`src/rtl/bus_hit_filter_pkg.sv`:
```
package bus_hit_filter_pkg;

    typedef enum logic [1:0] {
        SZ_BYTE = 2'b00,
        SZ_HALF = 2'b01,
        SZ_WORD = 2'b10,
        SZ_RSVD = 2'b11
    } acc_size_e;

    localparam int MODE_WR_ONLY = 0;
    localparam int MODE_WORD    = 1;
    localparam int MODE_HALF    = 2;
    localparam int MODE_BYTE    = 3;

    function automatic logic size_allowed(input logic [3:0] mode, input logic [1:0] size);
        logic ok;
        case (acc_size_e'(size))
            SZ_BYTE: ok = mode[MODE_BYTE];
            SZ_HALF: ok = mode[MODE_HALF];
            SZ_WORD: ok = mode[MODE_WORD];
            default: ok = 1'b0;
        endcase
        return ok;
    endfunction

    function automatic logic type_allowed(input logic [3:0] mode, input logic is_write);
        return !mode[MODE_WR_ONLY] || is_write;
    endfunction

endpackage

```
`src/rtl/hf_window_bank.sv`:
```
module hf_window_bank #(
    parameter int NUM_MASTERS = 5,
    parameter int ADDR_W      = 32
) (
    input  logic                          clk,
    input  logic                          rst,
    input  logic [ADDR_W-1:0]             bound_lo,
    input  logic [ADDR_W-1:0]             bound_hi,
    input  logic [NUM_MASTERS-1:0]        load_one,
    input  logic                          load_all,
    output logic [ADDR_W*NUM_MASTERS-1:0] win_lo_flat,
    output logic [ADDR_W*NUM_MASTERS-1:0] win_hi_flat
);

    for (genvar m = 0; m < NUM_MASTERS; m++) begin : g_win
        logic [ADDR_W-1:0] lo_q;
        logic [ADDR_W-1:0] hi_q;
        logic              take;

        assign take = load_one[m] | load_all;

        always_ff @(posedge clk) begin
            if (rst) begin
                lo_q <= '0;
                hi_q <= '0;
            end else if (take) begin
                lo_q <= bound_lo;
                hi_q <= bound_hi;
            end
        end

        assign win_lo_flat[m*ADDR_W +: ADDR_W] = lo_q;
        assign win_hi_flat[m*ADDR_W +: ADDR_W] = hi_q;
    end

endmodule

```
`src/rtl/hf_lane_qualify.sv`:
```
module hf_lane_qualify
    import bus_hit_filter_pkg::*;
#(
    parameter int ADDR_W = 32,
    parameter int DATA_W = 32
) (
    input  logic                enable,
    input  logic [3:0]          mode,
    input  logic [DATA_W-1:0]   cmp_data,
    input  logic [DATA_W/8-1:0] byte_ign,
    input  logic [ADDR_W-1:0]   win_lo,
    input  logic [ADDR_W-1:0]   win_hi,
    input  logic                valid,
    input  logic                is_write,
    input  logic [1:0]          size,
    input  logic [ADDR_W-1:0]   addr,
    input  logic [DATA_W-1:0]   data,
    output logic                qualify
);

    localparam int NBYTES = DATA_W / 8;

    logic [NBYTES-1:0] byte_ok;
    logic              size_ok;
    logic              type_ok;
    logic              addr_ok;
    logic              data_ok;

    for (genvar b = 0; b < NBYTES; b++) begin : g_byte
        assign byte_ok[b] = byte_ign[b] | (data[8*b +: 8] == cmp_data[8*b +: 8]);
    end

    always_comb begin
        size_ok = size_allowed(mode, size);
        type_ok = type_allowed(mode, is_write);
        addr_ok = (addr >= win_lo) && (addr <= win_hi);
        data_ok = &byte_ok;
        qualify = valid & enable & size_ok & type_ok & addr_ok & data_ok;
    end

endmodule

```
`src/rtl/hf_hit_stage.sv`:
```
module hf_hit_stage #(
    parameter int NUM_MASTERS = 5,
    parameter int ADDR_W      = 32,
    parameter int DATA_W      = 32,
    parameter int ID_W        = 3
) (
    input  logic                          clk,
    input  logic                          rst,
    input  logic [NUM_MASTERS-1:0]        qualify,
    input  logic [2*NUM_MASTERS-1:0]      in_size,
    input  logic [ADDR_W*NUM_MASTERS-1:0] in_addr,
    input  logic [DATA_W*NUM_MASTERS-1:0] in_data,
    output logic [NUM_MASTERS-1:0]        hit_valid,
    output logic [ID_W*NUM_MASTERS-1:0]   hit_id,
    output logic [2*NUM_MASTERS-1:0]      hit_size,
    output logic [ADDR_W*NUM_MASTERS-1:0] hit_addr,
    output logic [DATA_W*NUM_MASTERS-1:0] hit_data
);

    for (genvar m = 0; m < NUM_MASTERS; m++) begin : g_rec
        localparam logic [ID_W-1:0] LANE_ID = ID_W'(m);

        always_ff @(posedge clk) begin
            if (rst) begin
                hit_valid[m]                  <= 1'b0;
                hit_id[m*ID_W +: ID_W]        <= '0;
                hit_size[m*2 +: 2]            <= '0;
                hit_addr[m*ADDR_W +: ADDR_W]  <= '0;
                hit_data[m*DATA_W +: DATA_W]  <= '0;
            end else begin
                hit_valid[m] <= qualify[m];
                if (qualify[m]) begin
                    hit_id[m*ID_W +: ID_W]       <= LANE_ID;
                    hit_size[m*2 +: 2]           <= in_size[m*2 +: 2];
                    hit_addr[m*ADDR_W +: ADDR_W] <= in_addr[m*ADDR_W +: ADDR_W];
                    hit_data[m*DATA_W +: DATA_W] <= in_data[m*DATA_W +: DATA_W];
                end
            end
        end
    end

endmodule

```
`src/rtl/bus_hit_filter.sv`:
```
module bus_hit_filter #(
    parameter int NUM_MASTERS = 5,
    parameter int ADDR_W      = 32,
    parameter int DATA_W      = 32,
    localparam int ID_W       = (NUM_MASTERS > 1) ? $clog2(NUM_MASTERS) : 1,
    localparam int NBYTES     = DATA_W / 8
) (
    input  logic                          clk,
    input  logic                          rst,
    input  logic [3:0]                    cfg_mode,
    input  logic [NUM_MASTERS-1:0]        cfg_master_en,
    input  logic [ADDR_W-1:0]             cfg_win_lo,
    input  logic [ADDR_W-1:0]             cfg_win_hi,
    input  logic [DATA_W-1:0]             cfg_cmp_data,
    input  logic [NBYTES-1:0]             cfg_byte_ign,
    input  logic [NUM_MASTERS-1:0]        win_load,
    input  logic                          win_load_all,
    input  logic [NUM_MASTERS-1:0]        acc_valid,
    input  logic [NUM_MASTERS-1:0]        acc_write,
    input  logic [2*NUM_MASTERS-1:0]      acc_size,
    input  logic [ADDR_W*NUM_MASTERS-1:0] acc_addr,
    input  logic [DATA_W*NUM_MASTERS-1:0] acc_data,
    output logic [NUM_MASTERS-1:0]        hit_valid,
    output logic [ID_W*NUM_MASTERS-1:0]   hit_id,
    output logic [2*NUM_MASTERS-1:0]      hit_size,
    output logic [ADDR_W*NUM_MASTERS-1:0] hit_addr,
    output logic [DATA_W*NUM_MASTERS-1:0] hit_data
);

    logic [ADDR_W*NUM_MASTERS-1:0] win_lo_flat;
    logic [ADDR_W*NUM_MASTERS-1:0] win_hi_flat;
    logic [NUM_MASTERS-1:0]        lane_qual;

    hf_window_bank #(
        .NUM_MASTERS (NUM_MASTERS),
        .ADDR_W      (ADDR_W)
    ) u_windows (
        .clk         (clk),
        .rst         (rst),
        .bound_lo    (cfg_win_lo),
        .bound_hi    (cfg_win_hi),
        .load_one    (win_load),
        .load_all    (win_load_all),
        .win_lo_flat (win_lo_flat),
        .win_hi_flat (win_hi_flat)
    );

    for (genvar m = 0; m < NUM_MASTERS; m++) begin : g_lane
        hf_lane_qualify #(
            .ADDR_W (ADDR_W),
            .DATA_W (DATA_W)
        ) u_qual (
            .enable   (cfg_master_en[m]),
            .mode     (cfg_mode),
            .cmp_data (cfg_cmp_data),
            .byte_ign (cfg_byte_ign),
            .win_lo   (win_lo_flat[m*ADDR_W +: ADDR_W]),
            .win_hi   (win_hi_flat[m*ADDR_W +: ADDR_W]),
            .valid    (acc_valid[m]),
            .is_write (acc_write[m]),
            .size     (acc_size[m*2 +: 2]),
            .addr     (acc_addr[m*ADDR_W +: ADDR_W]),
            .data     (acc_data[m*DATA_W +: DATA_W]),
            .qualify  (lane_qual[m])
        );
    end

    hf_hit_stage #(
        .NUM_MASTERS (NUM_MASTERS),
        .ADDR_W      (ADDR_W),
        .DATA_W      (DATA_W),
        .ID_W        (ID_W)
    ) u_hits (
        .clk       (clk),
        .rst       (rst),
        .qualify   (lane_qual),
        .in_size   (acc_size),
        .in_addr   (acc_addr),
        .in_data   (acc_data),
        .hit_valid (hit_valid),
        .hit_id    (hit_id),
        .hit_size  (hit_size),
        .hit_addr  (hit_addr),
        .hit_data  (hit_data)
    );

endmodule

```
`config.mk`:
```
export PLATFORM = sky130hd
export DESIGN_NAME = bus_hit_filter
export DESIGN_NICKNAME = d
export VERILOG_FILES = /design/src/rtl/bus_hit_filter_pkg.sv /design/src/rtl/hf_window_bank.sv /design/src/rtl/hf_lane_qualify.sv /design/src/rtl/hf_hit_stage.sv /design/src/rtl/bus_hit_filter.sv
export SDC_FILE = /design/constraint.sdc
export NUM_CORES = 2
export LEC_CHECK = 0
export BUFFER_PORTS_ARGS = -buffer_cell sky130_fd_sc_hd__buf_2
export CAP_MARGIN = 20
export CORE_AREA = 2 2 315 317
export CTS_BUF_LIST = sky130_fd_sc_hd__clkbuf_8 sky130_fd_sc_hd__clkbuf_16
export DETAILED_ROUTE_END_ITERATION = 12
export DIE_AREA = 0 0 317 319
export GPL_TIMING_DRIVEN = 0
export MAX_ROUTING_LAYER = met4
export PLACE_DENSITY_LB_ADDON = 0.25
export REMOVE_ABC_BUFFERS = 1
export SLEW_MARGIN = 20
export SYNTH_ARGS = -nofsm -noshare
export SYNTH_HDL_FRONTEND = slang
export SYNTH_SLANG_ARGS = --single-unit
```
`constraint.sdc`:
```
create_clock -name clk -period 4.3 [get_ports clk]
set_input_delay 0.43 -clock clk [delete_from_list [all_inputs] [get_ports clk]]
set_output_delay 0.43 -clock clk [all_outputs]
set_load 0.005 [all_outputs]
```
* After elaboration in Yosys (flattened, before gate mapping)
Cells that the tools add are included.
** Operators by class
- Magnitude comparators :: 10
- Multiplexer cells :: 5
- Reductions and logical operators :: 21
- Eq/ne operators :: 30
- Bitwise logic cells :: 50
** Operators by type and width (number)
- $eq 8x8->1 :: 20
- $ge 32x32->1 :: 5
- $le 32x32->1 :: 5
- $and 1x1->1 :: 25
- $or 1x1->1 :: 25
- $reduce_and 4->1 :: 5
- $pmux 1 s3 :: 5
- $eq 2x1->1 const B :: 5
- $eq 2x2->1 const B :: 5
- $logic_not 2->1 :: 5
- $logic_and 1x1->1 :: 5
- $logic_or 1x1->1 :: 5
- $logic_not 1->1 :: 1
** Word-level totals
- Output and inout port bits :: 350
- Bits of input ports :: 457
- Flip-flop bits (word level) :: 659
- Logic and storage cells :: 150

* Longest topological paths before layout
- Depth in word-level cells :: 6
- Mapped depth :: 12
- Gate-level depth less buffers :: 9

* Cells and area by module
Synthesis repeated with hierarchy kept, for this count alone.
** Second synthesis, totals
- Cell total of the unflattened synthesis :: 3645
- Area, all modules :: 34474.3 um^2
** Modules (own cells, without submodules)
- hf_window_bank :: cells an instance 1173, instances 1, area each 12276.8 um^2, seq. area each 6406.1 um^2
- hf_hit_stage :: cells an instance 1102, instances 1, area each 12119.1 um^2, seq. area each 6786.5 um^2
- hf_lane_qualify :: cells an instance 274, instances 5, area each 2015.7 um^2, seq. area each 0.0 um^2

* Worst setup path after synthesis
No wires, ideal clock.
- Path kind :: input-to-reg
- From :: input port acc_addr[0]
- To :: register u_hits.hit_data[10]
- Arrival time :: 2786 ps
- Slack :: 1444 ps
- Setup time :: 70 ps
- Required time :: 4230 ps
- Stages :: 11
- Buffers on the path :: 2
- Path through :: inv_1 > ha_1 > nand2b_1 > a2111o_1 > a311o_1 > o311ai_1 > o211a_1 > buf_2 > clkbuf_1 > o31ai_1 > a21oi_1
** Between the ends
- Longest elaborated chain between the ends :: 4
- Elaborated cells between the ends (all ways) :: 5
- Classes of those cells :: 2 x order compare; 2 x bitwise; 1 x reduce/logical
** Ends and longest elaborated chain
- from (decl) :: RTL line bus_hit_filter.sv:21 : input logic [ADDR_W*NUM_MASTERS-1:0] acc_addr,
- $ge 32x32->1 / $le 32x32->1 (equally long branches) :: RTL line hf_lane_qualify.sv:36 : addr_ok = (addr >= win_lo) && (addr <= win_hi);
- $logic_and 1x1->1 * :: RTL line hf_lane_qualify.sv:36
- $and 1x1->1 * (2 in series) :: RTL line hf_lane_qualify.sv:38 : qualify = valid & enable & size_ok & type_ok & addr_ok & data_ok;
- to (signal, indexed assignment) :: RTL line hf_hit_stage.sv:36 : hit_data[m*DATA_W +: DATA_W] <= in_data[m*DATA_W +: DATA_W];
- to (decl) :: RTL line hf_hit_stage.sv:17 : output logic [DATA_W*NUM_MASTERS-1:0] hit_data
Every way passes the cells marked *; elsewhere a longest branch is shown, timed or not.
A chain may end at the register's enable or synchronous reset.

* Final worst setup path
- From :: input port cfg_cmp_data[22]
- To :: register u_hits.hit_data[93]
** Between the ends
- Longest elaborated chain between the ends :: 4
** Ends and longest elaborated chain
- from (decl) :: RTL line bus_hit_filter.sv:14 : input logic [DATA_W-1:0] cfg_cmp_data,
- $eq 8x8->1 :: RTL line hf_lane_qualify.sv:30 : assign byte_ok[b] = byte_ign[b] | (data[8*b +: 8] == cmp_data[8*b +: 8]);
- $or 1x1->1 :: RTL line hf_lane_qualify.sv:30
- $reduce_and 4->1 :: RTL line hf_lane_qualify.sv:37 : data_ok = &byte_ok;
- $and 1x1->1 :: RTL line hf_lane_qualify.sv:38
Every way passes these cells.

==> flow_metrics.env <==
export IMPL_worst_slew_margin_rel=0.186
export IMPL_clk_latency_ns=0.65
export IMPL_cap_violations=0
export IMPL_core_area_um2=97700
export IMPL_min_delay_path_class="input pin to flop"
export IMPL_power_mw=15.4
export IMPL_tns_ns=0
export IMPL_drtAntennaViolNets=0
export IMPL_path_class="input pin to flop"
export IMPL_clockBufferDepth=3
export IMPL_p_leak_nw=19.1
export IMPL_critPathArrivalTime_ns=4.76
export IMPL_hold_depth=3
export IMPL_ys_seq_area_frac=0.370
export IMPL_drt_iter0_drc=2104
export IMPL_cts_tree="built"
export IMPL_holdBufCountCts=0
export IMPL_drt_wirelength_per_cell_um=21.4
export IMPL_end_kind="flop"
export IMPL_grt_max_degree=151
export IMPL_cts_sinks=659
export IMPL_period_minus_slack_ns=4.19
export IMPL_hold_viol=0
export IMPL_htreeDepth=3
export IMPL_clockRootBuffer="clkbuf_16"
export IMPL_synth_edf_count=0
export IMPL_grt_pass1_vias=30100
export IMPL_dr_pass1_iters=5
export IMPL_vdd_drop_max_uv=277
export IMPL_layout_common_cells="795 x buf_2, 710 x nand2_1, 659 x dfxtp_1"
export IMPL_drc_errors=0
export IMPL_layout_nets=5735
export IMPL_antenna_found_initial=13
export IMPL_finish_utilization=0.450
export IMPL_viasPerCell=4.98
export IMPL_power_per_cell_area_nw_per_um2=349
export IMPL_grt_usage=0.265
export IMPL_yosysUniqueCellTypes=52
export IMPL_pin_count=807
export IMPL_cp_max_fo=11
export IMPL_cp_required_ns=4.87
export IMPL_wl_um=135000
export IMPL_gp_congestion=0.922
export IMPL_rsz0062_at_grt="no"
export IMPL_synth_ff_type="dfxtp_1"
export IMPL_synthCells=4285
export IMPL_drive_gt1_frac=0.203
export IMPL_max_freq_mhz=239
export IMPL_worst_pin_slew_ns=1.21
export IMPL_cts_clk_slew_worst_paths_ns=0.06
export IMPL_skew_ns=0.0230
export IMPL_fin_crit_sh=0.975
export IMPL_overflow=0
export IMPL_area_growth_pct=23.2
export IMPL_grt_pass1_wl_um=195000
export IMPL_initial_core_util=0.365
export IMPL_die_y_um=319
export IMPL_cp_start_kind="input pin"
export IMPL_vias=31500
export IMPL_slew_violations=0
export IMPL_setup_violations=0
export IMPL_ff2ff_path_depth=14
export IMPL_layout_commonest_cell="buf_2"
export IMPL_netlist_area_um2=35700
export IMPL_yosysWarnings=0
export IMPL_post_synth_cell_area_avg_um2=8.33
export IMPL_die_w_um=317
export IMPL_die_area_um2=101000
export IMPL_hpwl_um=103000
export IMPL_async_flop_share=0
export IMPL_io_buffers=796
export IMPL_numCtsBuffers=80
export IMPL_synth_seq_cells=659
export IMPL_std_cell_rows=115
export IMPL_outcome="finished, final reports clean"
-- metrics by stage --
stage | area, um2 | setup slack [ns] | std cells | hold slack (ns)
finish | 43900 | 0.110 | 6320 | 0.0604
global route | 43900 | 0.0559 | 6318 | 0.0392
CTS | 43900 | 0.150 | 6308 | 0.00367
detailed placement | 41300 | -0.877 | 6163 | 0.437
global placement | 40100 | -12.75 | 6094 | 0.431
floorplan | 34500 | -5.14 | 4011 | 0.426
-- cells in the mapped netlist (10+ instances only) --
master / count / area share
inv_1: 323 / 0.034
o211ai_1: 11 / 0.0023
a21oi_1: 514 / 0.072
nor4_1: 44 / 0.0077
nand2_1: 710 / 0.075
and4_1: 24 / 0.0059
a211oi_1: 14 / 0.0029
xor2_1: 136 / 0.033
nand4_1: 107 / 0.019
nor2_1: 37 / 0.0039
buf_2: 35 / 0.0049
ha_1: 320 / 0.11
a221oi_1: 12 / 0.0029
clkbuf_1: 218 / 0.023
mux2i_1: 269 / 0.075
o21ai_0: 41 / 0.0058
nand2b_1: 533 / 0.093
xnor2_1: 24 / 0.0059
o31ai_1: 66 / 0.014
nand3_1: 37 / 0.0052
a21o_1: 38 / 0.0080
nor2b_1: 11 / 0.0019
nor3_1: 10 / 0.0014
buf_4: 18 / 0.0038
dfxtp_1: 659 / 0.37
-- flip-flops by register name (all words and copies together), names as in the netlist --
register              flops
u_hits.hit_valid          5
u_windows.g_win.hi_q    160
u_hits.hit_data         160
u_hits.hit_id             4
u_windows.g_win.lo_q    160
u_hits.hit_size          10
u_hits.hit_addr         160
-- layout make-up --
cell class / instances / area (um2)
Clock inverter: 44 / 298
Antenna cell: 12 / 30.0
Tap cell: 1287 / 1610
Multi-Input combinational cell: 3029 / 20300
Clock buffer: 101 / 2310
Inverter: 323 / 1210
Sequential cell: 659 / 13200
Fill cell: 9784 / 53800
Timing Repair Buffer: 865 / 5010
-- worst max-delay path, cell delays in order --
cell and delay, ns:
buf_2 0.16, xor2_1 0.15, nor4_1 0.62, a21oi_1 0.36, nor4_2 0.56, o21ai_0 0.58, a211oi_4 0.80, buf_6 0.27
buf_6 0.20, buf_8 0.18, buf_6 0.21, mux2i_1 0.19
-- power breakdown --
part / total [mW] / leakage [nW] / internal [mW] / switching, mW
Combinational: 2.19 / 12.3 / 0.845 / 1.35
Clock: 6.77 / 1.38 / 3.92 / 2.86
Sequential: 6.39 / 5.38 / 6.30 / 0.0896
-- layer usage --
layer,track usage,part of all wire,up-vias
met1,0.315,0.42,14800
li1,-,-,15700
met2,0.448,0.49,848
met3,0.0475,0.058,190
met5,-,0,-
met4,0.0896,0.031,0
-- final timing paths --
kind	from	endpoint	slack (ns)
max	cfg_cmp_data[22]	u_hits.hit_data[93]$_SDFFE_PP0P_	0.11
min	acc_data[149]	u_hits.hit_data[149]$_SDFFE_PP0P_	0.06
max reg2reg	u_windows.g_win[3].lo_q[17]$_SDFFE_PP0P_	u_hits.hit_data[113]$_SDFFE_PP0P_	0.19
min reg2reg	u_hits.hit_id[14]$_SDFFE_PP0P_	u_hits.hit_id[14]$_SDFFE_PP0P_	0.44
-- logic make-up (layout without fill, tap and decap cells) --
group,count (synthesis),count (layout),synth area share
AOI/OAI and AO/OA,738,738,0.118
other,1,22,0.000105
buffers and inverters,606,1333,0.0681
muxes,269,269,0.0755
xor gates and xnor gates,160,160,0.0393
adders and majority gates,320,320,0.112
and+or+nand+nor,1532,1532,0.217
DFF,659,659,0.370
-- repair_timing --
action	4_1_cts	5_1_grt
resized for setup	2	0
hold endpoints to repair	0	0
setup endpoints to repair	18	0
buffers inserted	0	0
Power figures use the tool's default switching activity.
